## src/rtl/vff_pkg.sv

```systemverilog
package vff_pkg;
   typedef enum logic [1:0] {
      ST_IDLE = 2'd0,
      ST_RUN  = 2'd1,
      ST_DONE = 2'd2
   } vff_state_e;
endpackage

```

## src/rtl/vff_cond_test.sv

```systemverilog
// Per-element condition evaluation and enable/zero/fill generation.
module vff_cond_test #(
   parameter int FILL_W = 1
) (
   input  logic              act,
   input  logic              cond,
   input  logic              inv,
   input  logic              pred,
   input  logic              keep,
   input  logic              zero_en,
   input  logic              snz,
   output logic              fail,
   output logic              en,
   output logic              zero,
   output logic [FILL_W-1:0] fill
);
   logic pass;
   logic fill_one;

   initial begin
      if (FILL_W < 1) $error("vff_cond_test: FILL_W must be at least 1");
   end

   assign pass     = cond ^ inv;
   assign fail     = act & pred & ~pass;
   assign en       = act & pred & (pass | keep);
   assign zero     = act & ~pred & zero_en;
   assign fill_one = zero_en & snz;

   generate
      if (FILL_W == 1) begin : g_fill_bit
         assign fill = fill_one;
      end else begin : g_fill_wide
         assign fill = {{(FILL_W-1){1'b0}}, fill_one};
      end
   endgenerate
endmodule

```

## src/rtl/vff_elem_seq.sv

```systemverilog
// Element index walker, forward or reverse.
module vff_elem_seq #(
   parameter int LW = 5
) (
   input  logic          clk,
   input  logic          rst_n,
   input  logic          load,
   input  logic [LW-1:0] ld_vl,
   input  logic          ld_rev,
   input  logic          adv,
   input  logic          cur_rev,
   input  logic [LW-1:0] cur_vl,
   output logic [LW-1:0] idx,
   output logic          last
);
   localparam logic [LW-1:0] ONE = LW'(1);

   always_ff @(posedge clk or negedge rst_n) begin
      if (!rst_n) begin
         idx <= '0;
      end else if (load) begin
         idx <= ld_rev ? (ld_vl - ONE) : '0;
      end else if (adv) begin
         idx <= cur_rev ? (idx - ONE) : (idx + ONE);
      end
   end

   assign last = cur_rev ? (idx == '0) : (idx == (cur_vl - ONE));
endmodule

```

## src/rtl/vff_len_calc.sv

```systemverilog
// Truncated length from the failing position.
module vff_len_calc #(
   parameter int LW = 5
) (
   input  logic [LW-1:0] idx,
   input  logic [LW-1:0] vl,
   input  logic          rev,
   input  logic          keep,
   output logic [LW-1:0] fail_len
);
   logic [LW-1:0] kadd;
   logic [LW-1:0] fwd_len;
   logic [LW-1:0] rev_len;

   assign kadd     = {{(LW-1){1'b0}}, keep};
   assign fwd_len  = idx + kadd;
   assign rev_len  = vl - idx - LW'(1) + kadd;
   assign fail_len = rev ? rev_len : fwd_len;
endmodule

```

## src/rtl/vff_trunc.sv

```systemverilog
module vff_trunc
   import vff_pkg::*;
#(
   parameter int MAXVL  = 16,
   parameter int FILL_W = 1,
   localparam int LW    = $clog2(MAXVL + 1),
   localparam int IW    = (MAXVL > 1) ? $clog2(MAXVL) : 1
) (
   input  logic              clk,
   input  logic              rst_n,
   input  logic              start,
   input  logic [LW-1:0]     vl_in,
   input  logic              rev,
   input  logic              inv,
   input  logic              keep,
   input  logic              zero_en,
   input  logic              snz,
   input  logic [MAXVL-1:0]  pred_mask,
   input  logic              cond_in,
   output logic              elem_act,
   output logic [LW-1:0]     elem_idx,
   output logic              elem_en,
   output logic              elem_zero,
   output logic [FILL_W-1:0] elem_fill,
   output logic              done,
   output logic [LW-1:0]     vl_out
);
   localparam logic [LW-1:0] VL_MAX = LW'(MAXVL);

   initial begin
      if (MAXVL < 2) $error("vff_trunc: MAXVL must be at least 2");
   end

   vff_state_e       state_q;
   logic [LW-1:0]    vl_q;
   logic             rev_q, inv_q, keep_q, zen_q, snz_q;
   logic [MAXVL-1:0] mask_q;
   logic [LW-1:0]    vl_out_q;
   logic [LW-1:0]    vl_clamp;
   logic             accept;
   logic             running;
   logic             cur_pred;
   logic             fail;
   logic             last;
   logic [LW-1:0]    idx;
   logic [LW-1:0]    fail_len;

   assign vl_clamp = (vl_in > VL_MAX) ? VL_MAX : vl_in;
   assign accept   = (state_q == ST_IDLE) && start;
   assign running  = (state_q == ST_RUN);
   assign cur_pred = mask_q[idx[IW-1:0]];

   vff_elem_seq #(.LW(LW)) u_seq (
      .clk     (clk),
      .rst_n   (rst_n),
      .load    (accept),
      .ld_vl   (vl_clamp),
      .ld_rev  (rev),
      .adv     (running),
      .cur_rev (rev_q),
      .cur_vl  (vl_q),
      .idx     (idx),
      .last    (last)
   );

   vff_cond_test #(.FILL_W(FILL_W)) u_test (
      .act     (running),
      .cond    (cond_in),
      .inv     (inv_q),
      .pred    (cur_pred),
      .keep    (keep_q),
      .zero_en (zen_q),
      .snz     (snz_q),
      .fail    (fail),
      .en      (elem_en),
      .zero    (elem_zero),
      .fill    (elem_fill)
   );

   vff_len_calc #(.LW(LW)) u_len (
      .idx      (idx),
      .vl       (vl_q),
      .rev      (rev_q),
      .keep     (keep_q),
      .fail_len (fail_len)
   );

   always_ff @(posedge clk or negedge rst_n) begin
      if (!rst_n) begin
         state_q  <= ST_IDLE;
         vl_q     <= '0;
         rev_q    <= 1'b0;
         inv_q    <= 1'b0;
         keep_q   <= 1'b0;
         zen_q    <= 1'b0;
         snz_q    <= 1'b0;
         mask_q   <= '0;
         vl_out_q <= '0;
      end else begin
         unique case (state_q)
            ST_IDLE: begin
               if (accept) begin
                  vl_q   <= vl_clamp;
                  rev_q  <= rev;
                  inv_q  <= inv;
                  keep_q <= keep;
                  zen_q  <= zero_en;
                  snz_q  <= snz;
                  mask_q <= pred_mask;
                  if (vl_clamp == '0) begin
                     vl_out_q <= '0;
                     state_q  <= ST_DONE;
                  end else begin
                     state_q  <= ST_RUN;
                  end
               end
            end
            ST_RUN: begin
               if (fail) begin
                  vl_out_q <= fail_len;
                  state_q  <= ST_DONE;
               end else if (last) begin
                  vl_out_q <= vl_q;
                  state_q  <= ST_DONE;
               end
            end
            ST_DONE: state_q <= ST_IDLE;
            default: state_q <= ST_IDLE;
         endcase
      end
   end

   assign elem_act = running;
   assign elem_idx = idx;
   assign done     = (state_q == ST_DONE);
   assign vl_out   = vl_out_q;
endmodule

```

## config.mk

```make
export PLATFORM = sky130hd
export DESIGN_NAME = vff_trunc
export DESIGN_NICKNAME = d
export VERILOG_FILES = /design/src/rtl/vff_pkg.sv /design/src/rtl/vff_cond_test.sv /design/src/rtl/vff_elem_seq.sv /design/src/rtl/vff_len_calc.sv /design/src/rtl/vff_trunc.sv
export SDC_FILE = /design/constraint.sdc
export NUM_CORES = 1
export LEC_CHECK = 0
export BUFFER_PORTS_ARGS = -buffer_cell sky130_fd_sc_hd__buf_4
export CAP_MARGIN = 0
export CORE_ASPECT_RATIO = 1.2
export CORE_MARGIN = 3
export CORE_UTILIZATION = 50
export DETAILED_ROUTE_END_ITERATION = 10
export GPL_ROUTABILITY_DRIVEN = 0
export PLACE_DENSITY_LB_ADDON = 0.25
export SLEW_MARGIN = 20
export SYNTH_ARGS = -nofsm -noshare
export SYNTH_HDL_FRONTEND = slang
export SYNTH_SLANG_ARGS = --single-unit
```

## constraint.sdc

```tcl
create_clock -name clk -period 2.35 [get_ports clk]
set_clock_uncertainty 0.2 [all_clocks]
set_input_delay 0.1175 -clock clk [delete_from_list [all_inputs] [get_ports clk]]
set_output_delay 0.1175 -clock clk [all_outputs]
set_load 0.005 [all_outputs]
```

==> results of run 1 <==
==> timing repair <==
| item | in CTS | in global routing |
|---|---|---|
| pin swaps | 1 | 8 |
| endpoints found under the hold margin | 67 | 0 |
| resized for setup | 7 | 11 |
| hold buffers | 25 | 0 |
| endpoints found under the setup margin | 7 | 8 |
| setup buffers | 0 | 3 |
==> final cells by class <==
| cell class | instances | area [um2] |
|---|---|---|
| repair buffers | 95 | 792 |
| fillers | 359 | 1310 |
| inverters | 17 | 67.6 |
| flip-flops and latches | 38 | 951 |
| clock buffers | 7 | 76.3 |
| well taps | 58 | 72.6 |
| multi-input cells | 212 | 1400 |
==> path summary, 6_finish.rpt <==
check / start / to / depth (start not counted)
worst max register to register: vl_q[0]$_DFFE_PN0P_ / vl_out[4]$_DFFE_PN0P_ / 9
min in group asynchronous: rst_n / vl_out[1]$_DFFE_PN0P_ / 2
worst min register to register: mask_q[2]$_DFFE_PN0P_ / mask_q[2]$_DFFE_PN0P_ / 2
worst min-delay path: vl_in[1] / vl_q[1]$_DFFE_PN0P_ / 3
max in group asynchronous: rst_n / u_seq.idx[3]$_DFFE_PN0P_ / 2
worst max-delay path: vl_q[0]$_DFFE_PN0P_ / vl_out[4]$_DFFE_PN0P_ / 9
==> logic make-up after synthesis <==
family	Yosys count	synth area share (%)
xor gates and xnor gates	15	5.38
and+or+nand+nor	129	23.9
AOI/OAI and AO/OA	44	13.3
adders and majority gates	15	8.50
buffers and inverters	32	6.35
muxes	9	3.74
DFF	38	38.9
==> metal layers <==
| metal | part of all wire, % | vias to the layer above | GRT usage (%) |
|---|---|---|---|
| met5 | 0 | - | 0 |
| met4 | 1.2 | 0 | 5.94 |
| met3 | 4.3 | 8 | 3.87 |
| met2 | 54 | 61 | 41.9 |
| met1 | 40 | 1060 | 25.9 |
| li1 | - | 1119 | - |
==> cell usage in the layout (no fill, tap or decap), types with 2 or more instances in the layout <==
cell type / netlist / layout
and2_1: 2 / 2
mux2i_1: 8 / 8
nor2_1: 9 / 8
o221ai_1: 4 / 4
a21oi_1: 9 / 8
nor2b_1: 7 / 5
xnor2_1: 8 / 8
nand2_1: 78 / 78
o21ai_1: 0 / 2
nand3b_1: 2 / 2
o21ai_0: 15 / 13
dfrtp_1: 38 / 38
a21o_1: 2 / 2
fa_2: 0 / 3
nand3_1: 8 / 8
clkbuf_8: 0 / 5
clkbuf_1: 9 / 2
or3_1: 5 / 5
nor3_1: 7 / 7
inv_1: 17 / 14
inv_2: 0 / 2
nor4_1: 2 / 2
xor2_1: 7 / 7
ha_1: 11 / 10
buf_4: 2 / 68
o21a_1: 2 / 2
nor2b_2: 0 / 2
dlygate4sd3_1: 0 / 25
o22ai_1: 2 / 2
nand2b_1: 5 / 4
==> cells in the mapped netlist, types with 3 or more instances <==
cell | instances | area [um2]
nor2b_1 | 7 | 43.8
nor3_1 | 7 | 35.0
o21ai_0 | 15 | 75.1
xor2_1 | 7 | 61.3
fa_1 | 3 | 60.1
or3_1 | 5 | 31.3
mux2i_1 | 8 | 80.1
inv_1 | 17 | 63.8
nand3_1 | 8 | 40.0
clkbuf_1 | 9 | 33.8
xnor2_1 | 8 | 70.1
o221ai_1 | 4 | 35.0
a21oi_1 | 9 | 45.0
dfrtp_1 | 38 | 951
nor2_1 | 9 | 33.8
nand2_1 | 78 | 293
ha_1 | 11 | 138
nand2b_1 | 5 | 31.3
==> flip-flops by register name, indices dropped and copies added, names as in the netlist <==
signal / flops
inv_q: 1
keep_q: 1
mask_q: 16
rev_q: 1
snz_q: 1
state_q: 2
u_seq.idx: 5
vl_out: 5
vl_q: 5
zen_q: 1
==> metrics by stage <==
stage	worst slack [ps]	std cells
final	-168	427
after global routing	-269	427
after CTS	-148	424
after detailed placement	-154	392
after global placement	-114	392
after floorplan	-105	282
==> report_power, final <==
group / switching [mW] / total [mW] / internal [mW]
logic: 1.53 / 2.98 / 1.46
clock network: 0.223 / 0.427 / 0.205
registers: 0.233 / 1.20 / 0.965
total: 1.99 / 4.61 / 2.62
==> worst register-to-register path, stage by stage (launching register included) <==
cell	delay (ps)
dfrtp_1	360
inv_2	60
fa_2	410
fa_2	370
nor2b_2	140
o21ai_1	80
mux2i_1	200
nor3_1	80
or4b_4	480
o221ai_2	70
==> flow_metrics.env, run 1 <==
export IMPL_status="complete, but fails checks"
export IMPL_violations="setup timing"
export IMPL_start_util_pct=52.4
export IMPL_dpl_hpwl_um=4250
export IMPL_power_density_nw_per_um2=1370
export IMPL_fin_setup_tns_ps=-191
export IMPL_cp_start_kind="flip-flop"
export IMPL_drt_iter0_drc=109
export IMPL_areaGrowthSynthToFinish_pct=37.4
export IMPL_routed_wl_um=6150
export IMPL_wl_per_cell_um=14.4
export IMPL_post_route_min_period_ps=2520
export IMPL_ys_ff_latch=38
export IMPL_min_path_type="input port to flip-flop"
export IMPL_ys_flop_type="dfrtp_1"
export IMPL_design_area_um2=3360
export IMPL_avgSynthCellArea_um2=8.67
export IMPL_yosysUniqueCellTypes=44
export IMPL_cpPeakStageDelay_ps=480
export IMPL_critical_path_top_delay_family="adder cells"
export IMPL_crit_chain="inv_2 -> fa_2 -> fa_2 -> nor2b_2 -> o21ai_1 -> mux2i_1 -> nor3_1 -> or4b_4 -> o221ai_2"
export IMPL_r2r_slack_ps=-170
export IMPL_rows=27
export IMPL_max_cap_violations=0
export IMPL_num_vias=2248
export IMPL_ir_worst_vdd_uv=589
export IMPL_timing_final_hold_violations=0
export IMPL_clockBufferDepth=2
export IMPL_period_share_pct=107
export IMPL_ys_warnings_count=0
export IMPL_layout_drive_gt1_share_pct=26.3
export IMPL_ys_seq_area_share_pct=38.9
export IMPL_p_leak_nw=1.63
export IMPL_dr_pass1_iters=5
export IMPL_grt_pass1_vias=2173
export IMPL_place_area_um2=2930
export IMPL_coreArea_um2=4660
export IMPL_grt_usage_pct=22.1
export IMPL_syn_nets=326
export IMPL_cts_sinks=38
export IMPL_slowest_stage="or4b_4"
export IMPL_path_buf_inv=1
export IMPL_cp_end_kind="flip-flop"
export IMPL_ant_nets=0
export IMPL_cts_buffers=5
export IMPL_antenna_cells=0
export IMPL_fp_dieH_um=82.6
export IMPL_drc=0
export IMPL_via_per_inst=5.26
export IMPL_fin_total_pwr_mw=4.61
export IMPL_overflow=0
export IMPL_portBuffers=44
export IMPL_crit_type="flip-flop to flip-flop"
export IMPL_finalWorstSetupSlack_ps=-168
export IMPL_io_pins=45
export IMPL_clk_transition_reported_paths_ps=80
export IMPL_cp_max_fo=2
export IMPL_cts_tree="done"
export IMPL_max_slew_margin_rel_pct=67.9
export IMPL_async_flop_share_pct=100
export IMPL_nets=413
export IMPL_hold_ws_ps=17.3
export IMPL_insertion_delay_ps=290
export IMPL_slew_violations=0
export IMPL_cp_arrival_ps=2520
export IMPL_synth_edf_count=0
export IMPL_syn_cell_area_um2=2440
export IMPL_required_ps=2360
export IMPL_fmax_mhz=397
export IMPL_grt_max_degree=39
export IMPL_dieWidth_um=69.8
export IMPL_path_common_cell="fa_2"
export IMPL_htree_num_levels=2
export IMPL_rsz0062_at_grt="yes"
export IMPL_antenna_found_initial=0
export IMPL_root_buffer="clkbuf_8"
export IMPL_post_route_util_pct=72.0
export IMPL_worstMarginPinSlew_ps=482
export IMPL_grt_pass1_wl_um=10000
export IMPL_final_setup_viol_count=2
export IMPL_synthCells=282
export IMPL_fp_dieArea_um2=5770
Power figures use the tool's default switching activity.
==> inputs of run 2 (changes only) <==
--- a/config.mk
+++ b/config.mk
@@ -8,7 +8,7 @@
 export BUFFER_PORTS_ARGS = -buffer_cell sky130_fd_sc_hd__buf_4
 export CAP_MARGIN = 0
 export CORE_ASPECT_RATIO = 1.2
-export CORE_MARGIN = 3
+export CORE_MARGIN = 2
 export CORE_UTILIZATION = 50
 export DETAILED_ROUTE_END_ITERATION = 10
 export GPL_ROUTABILITY_DRIVEN = 0
==> flow_metrics.env, run 2 (synthesis gave the netlist of run 1 again) <==
export IMPL_worstSetupStartpoint="vl_q[0]$_DFFE_PN0P_"
export IMPL_mostFrequentLayoutCell="nand2_1"
export IMPL_nets=412
export IMPL_root_buffer="clkbuf_8"
export IMPL_post_route_min_period_ps=2540
export IMPL_top_register="mask_q"
export IMPL_overflow=0
export IMPL_routed_wl_um=6150
export IMPL_r2r_slack_ps=-190
export IMPL_max_slew_margin_rel_pct=68.0
export IMPL_via_per_inst=5.29
export IMPL_drt_iter0_drc=126
export IMPL_crit_end="vl_out[4]$_DFFE_PN0P_"
export IMPL_antenna_cells=0
export IMPL_violations="setup timing"
export IMPL_grt_usage_pct=24.5
export IMPL_clk_transition_reported_paths_ps=80
export IMPL_htree_num_levels=2
export IMPL_fp_dieH_um=80.6
export IMPL_slew_violations=0
export IMPL_start_util_pct=52.4
export IMPL_worstMarginPinSlew_ps=480
export IMPL_seq_area_um2=952
export IMPL_cp_max_fo=2
export IMPL_r2r_start="vl_q[0]$_DFFE_PN0P_"
export IMPL_place_ws_ps=-173
export IMPL_areaGrowthSynthToFinish_pct=38.6
export IMPL_p_leak_nw=1.64
export IMPL_combPwrFrac_pct=64.8
export IMPL_finalWorstSetupSlack_ps=-193
export IMPL_coreArea_um2=4660
export IMPL_cts_buffers=5
export IMPL_final_setup_viol_count=7
export IMPL_cts_tree="done"
export IMPL_min_path_type="input port to flip-flop"
export IMPL_p_clk_share_pct=9.8
export IMPL_p_sw_share_pct=43.1
export IMPL_largest_register_ff_count=16
export IMPL_multi_input_comb_area_um2=1420
export IMPL_cp_start_kind="flip-flop"
export IMPL_required_ps=2370
export IMPL_grt_max_degree=39
export IMPL_rr_endpoint="vl_out[4]$_DFFE_PN0P_"
export IMPL_dr_pass1_iters=4
export IMPL_rsz0062_at_grt="yes"
export IMPL_status="complete, but fails checks"
export IMPL_cp_arrival_ps=2560
export IMPL_fp_dieArea_um2=5460
export IMPL_place_inst=392
export IMPL_reg2reg_depth=9
export IMPL_fill_cells=340
export IMPL_power_density_nw_per_um2=1400
export IMPL_p_int_mw=2.69
export IMPL_fin_total_pwr_mw=4.73
export IMPL_cp_end_kind="flip-flop"
export IMPL_ant_nets=0
export IMPL_busiest_layer="met2"
export IMPL_antenna_found_initial=0
export IMPL_layout_common_cells="nand2_1, buf_4, dfrtp_1"
export IMPL_portBuffers=44
export IMPL_insertion_delay_ps=300
export IMPL_drc=0
export IMPL_global_route_usage_met2_pct=44.2
export IMPL_cts_sinks=38
export IMPL_num_vias=2257
export IMPL_timing_final_hold_violations=0
export IMPL_use_met1_pct=29.0
export IMPL_met3_usage_pct=4.20
export IMPL_io_pins=45
export IMPL_p_switching_mw=2.04
export IMPL_seq_power_share_pct=25.4
export IMPL_dpl_hpwl_um=4180
export IMPL_rows=27
export IMPL_grt_pass1_vias=2229
export IMPL_layout_drive_gt1_share_pct=27.9
export IMPL_period_share_pct=108
export IMPL_fmax_mhz=393
export IMPL_crit_type="flip-flop to flip-flop"
export IMPL_fin_cells=427
export IMPL_hold_ws_ps=17.7
export IMPL_clockBufferDepth=2
export IMPL_ir_worst_vdd_uv=658
export IMPL_grt_pass1_wl_um=10000
export IMPL_min_delay_start="vl_in[1]"
export IMPL_max_cap_violations=0
export IMPL_dieWidth_um=67.8
export IMPL_wl_per_cell_um=14.4
run 2: power groups by stage:
stage	combinational, mW	clock (mW)	sequential, mW
after global routing	3.41	0.503	1.24
final	3.06	0.464	1.20
after global placement	2.61	0	1.19
after floorplan	1.88	0	1.19
after CTS	2.90	0.474	1.19
after detailed placement	2.68	0	1.20
run 2: timing repair:
action,CTS,global route
hold buffers,25,0
pin swaps,1,15
gates resized for setup,12,13
buffers inserted,1,2
setup endpoints to repair,7,9
hold endpoints to repair,67,0
run 2: worst max-delay path: stages, from the launching register on:
cell	delay [ps]
dfrtp_1	360
inv_2	60
fa_2	410
fa_2	370
nor2b_2	150
o21ai_2	70
mux2i_1	210
nor3_1	80
or4b_4	480
o221ai_2	70
run 2: final cells by class:
class,instances,area share (%)
repair buffers,94,23.3
multi-input cells,212,41.8
clock inverters,1,0.148
inverters,17,1.99
clock buffers,7,2.55
flip-flops and latches,38,28.1
well taps,58,2.14
run 2: how the worst min path moves through the flow:
stage,to,cells past startpoint
6_report,vl_q[1]$_DFFE_PN0P_,3
3_5_place_dp,vl_out[1]$_DFFE_PN0P_,1
4_1_cts,vl_q[1]$_DFFE_PN0P_,3
5_1_grt,vl_q[1]$_DFFE_PN0P_,3
2_1_floorplan,inv_q$_DFFE_PN0P_,0
3_3_place_gp,vl_out[1]$_DFFE_PN0P_,1
run 2: per-stage QoR:
| step | setup TNS (ps) | instance area, um2 | util, % |
|---|---|---|---|
| CTS | -699 | 3330 | 71.5 |
| global placement | -269 | 2930 | 62.9 |
| global route | -1780 | 3390 | 72.7 |
| detailed placement | -487 | 2930 | 62.9 |
| finish | -959 | 3390 | 72.7 |
| floorplan | -105 | 2450 | - |
run 2: metal layers:
metal	up-vias	wire length, um
met5	-	0
met4	0	95
met3	10	213
met2	64	3300
met1	1070	2540
li1	1113	-
==> inputs of run 3 (changes only) <==
--- a/config.mk
+++ b/config.mk
@@ -10,6 +10,7 @@
 export CORE_ASPECT_RATIO = 1.2
 export CORE_MARGIN = 2
 export CORE_UTILIZATION = 50
+export CTS_BUF_LIST = sky130_fd_sc_hd__clkbuf_4 sky130_fd_sc_hd__clkbuf_8
 export DETAILED_ROUTE_END_ITERATION = 10
 export GPL_ROUTABILITY_DRIVEN = 0
 export PLACE_DENSITY_LB_ADDON = 0.25
==> flow_metrics.env, run 3 (synthesis gave the netlist of run 1 again) <==
export IMPL_seq_area_um2=951
export IMPL_final_setup_viol_count=8
export IMPL_cpPeakStageDelay_ps=480
export IMPL_antenna_found_initial=0
export IMPL_start_util_pct=52.4
export IMPL_drt_iter0_drc=124
export IMPL_wl_per_cell_um=14.4
export IMPL_largest_register_ff_count=16
export IMPL_htree_num_levels=2
export IMPL_portBuffers=44
export IMPL_rr_endpoint="vl_out[4]$_DFFE_PN0P_"
export IMPL_coreArea_um2=4660
export IMPL_cts_buffers=5
export IMPL_via_per_inst=5.27
export IMPL_slowest_stage="or4b_4"
export IMPL_fp_dieH_um=80.6
export IMPL_fill_cells=335
export IMPL_violations="setup timing"
export IMPL_r2r_start="vl_q[0]$_DFFE_PN0P_"
export IMPL_status="complete, but fails checks"
export IMPL_post_route_min_period_ps=2540
export IMPL_clockBufferDepth=2
export IMPL_cp_arrival_ps=2550
export IMPL_min_path_type="input port to flip-flop"
export IMPL_fmax_mhz=394
export IMPL_path_common_cell="fa_2"
export IMPL_num_vias=2273
export IMPL_path_buf_inv=1
export IMPL_required_ps=2370
export IMPL_ant_nets=0
export IMPL_areaGrowthSynthToFinish_pct=39.1
export IMPL_cp_end_kind="flip-flop"
export IMPL_min_to="vl_q[1]$_DFFE_PN0P_"
export IMPL_rsz0062_at_grt="yes"
export IMPL_cp_max_fo=2
export IMPL_period_share_pct=108
export IMPL_antenna_cells=0
export IMPL_slew_violations=0
export IMPL_crit_chain="inv_2 -> fa_2 -> fa_2 -> nor2b_4 -> o21ai_2 -> mux2i_1 -> nor3_1 -> or4b_4 -> o221ai_2"
export IMPL_max_cap_violations=0
export IMPL_finalWorstSetupSlack_ps=-189
export IMPL_dieWidth_um=67.8
export IMPL_io_pins=45
export IMPL_grt_usage_pct=24.8
export IMPL_power_density_nw_per_um2=1400
export IMPL_root_buffer="clkbuf_8"
export IMPL_cts_sinks=38
export IMPL_dpl_hpwl_um=4180
export IMPL_grt_max_degree=39
export IMPL_holdPathStages=3
export IMPL_dr_pass1_iters=5
export IMPL_r2r_slack_ps=-190
export IMPL_fp_dieArea_um2=5460
export IMPL_timing_final_hold_violations=0
export IMPL_grt_pass1_vias=2236
export IMPL_ir_worst_vdd_uv=647
export IMPL_routed_wl_um=6190
export IMPL_p_leak_nw=1.66
export IMPL_clk_transition_reported_paths_ps=80
export IMPL_drc=0
export IMPL_reg2reg_depth=9
export IMPL_place_ws_ps=-173
export IMPL_cts_tree="done"
export IMPL_worstMarginPinSlew_ps=479
export IMPL_grt_pass1_wl_um=10200
export IMPL_nets=416
export IMPL_rows=27
export IMPL_min_delay_start="vl_in[1]"
export IMPL_cp_start_kind="flip-flop"
export IMPL_design_area_um2=3400
export IMPL_crit_type="flip-flop to flip-flop"
export IMPL_layout_common_cells="nand2_1, buf_4, dfrtp_1"
export IMPL_layout_drive_gt1_share_pct=27.3
export IMPL_top_register="mask_q"
export IMPL_mostFrequentLayoutCell="nand2_1"
export IMPL_place_area_um2=2930
export IMPL_multi_input_comb_area_um2=1400
export IMPL_overflow=0
export IMPL_critical_path_top_delay_family="adder cells"
export IMPL_insertion_delay_ps=300
export IMPL_max_slew_margin_rel_pct=68.1
## run 3: layout make-up
cell class	instances	area share (%)
clock inverter	1	0.147
clock buffer	7	2.65
timing repair buffer	98	23.9
inverter	17	1.99
multi-input combinational	212	41.2
tap	58	2.13
sequential	38	28.0
## run 3: worst max-delay path by stage
stage                   startpoint                    end  slack (ps)  cells after the start
2_1_floorplan  vl_q[0]$_DFFE_PN0P_  vl_out[4]$_DFFE_PN0P_        -110                      9
3_3_place_gp   vl_q[0]$_DFFE_PN0P_  vl_out[4]$_DFFE_PN0P_        -110                      9
3_5_place_dp   vl_q[0]$_DFFE_PN0P_  vl_out[4]$_DFFE_PN0P_        -170                      9
4_1_cts        vl_q[0]$_DFFE_PN0P_  vl_out[4]$_DFFE_PN0P_        -150                      9
5_1_grt        vl_q[0]$_DFFE_PN0P_  vl_out[4]$_DFFE_PN0P_        -270                      9
6_report       vl_q[0]$_DFFE_PN0P_  vl_out[4]$_DFFE_PN0P_        -190                      9
## run 3: metal layers
layer	share of wire [%]	vias up	global-route usage, %
li1	-	1120	-
met1	41	1091	29.8
met2	54	56	44.8
met3	3.8	6	4.20
met4	1.1	0	6.60
met5	0	-	0
## run 3: where the power goes
group          internal (mW)  total (mW)  leakage (nW)  switching, mW
Sequential             0.965        1.20         0.477          0.235
Combinational           1.51        3.09          1.13           1.58
Clock                  0.248       0.474        0.0517          0.226
## run 3: timing repair
item	4_1_cts	5_1_grt
gates resized for setup	9	9
buffers inserted	2	4
endpoints found under the hold margin	67	0
pin swaps	1	8
hold buffers	25	0
endpoints found under the setup margin	7	8
cloned	0	0
## run 3: per-stage QoR
stage / cells / power (mW) / hold WS [ps] / utilization [%] / setup TNS (ps)
3_3_place_gp: 392 / 3.80 / -90.4 / 62.9 / -269
3_5_place_dp: 392 / 3.88 / -91.3 / 62.9 / -487
2_1_floorplan: 282 / 3.07 / -378 / - / -105
4_1_cts: 427 / 4.58 / 14.6 / 71.6 / -331
5_1_grt: 431 / 5.19 / 49.6 / 72.9 / -1780
6_report: 431 / 4.77 / 16.9 / 72.9 / -630
## run 3: tightest hold or removal path: cells and delay by family
family,cells,cell delay (ps)
and+or+nand+nor,1,140
buffers and inverters,1,110
AOI/OAI and AO/OA,1,100
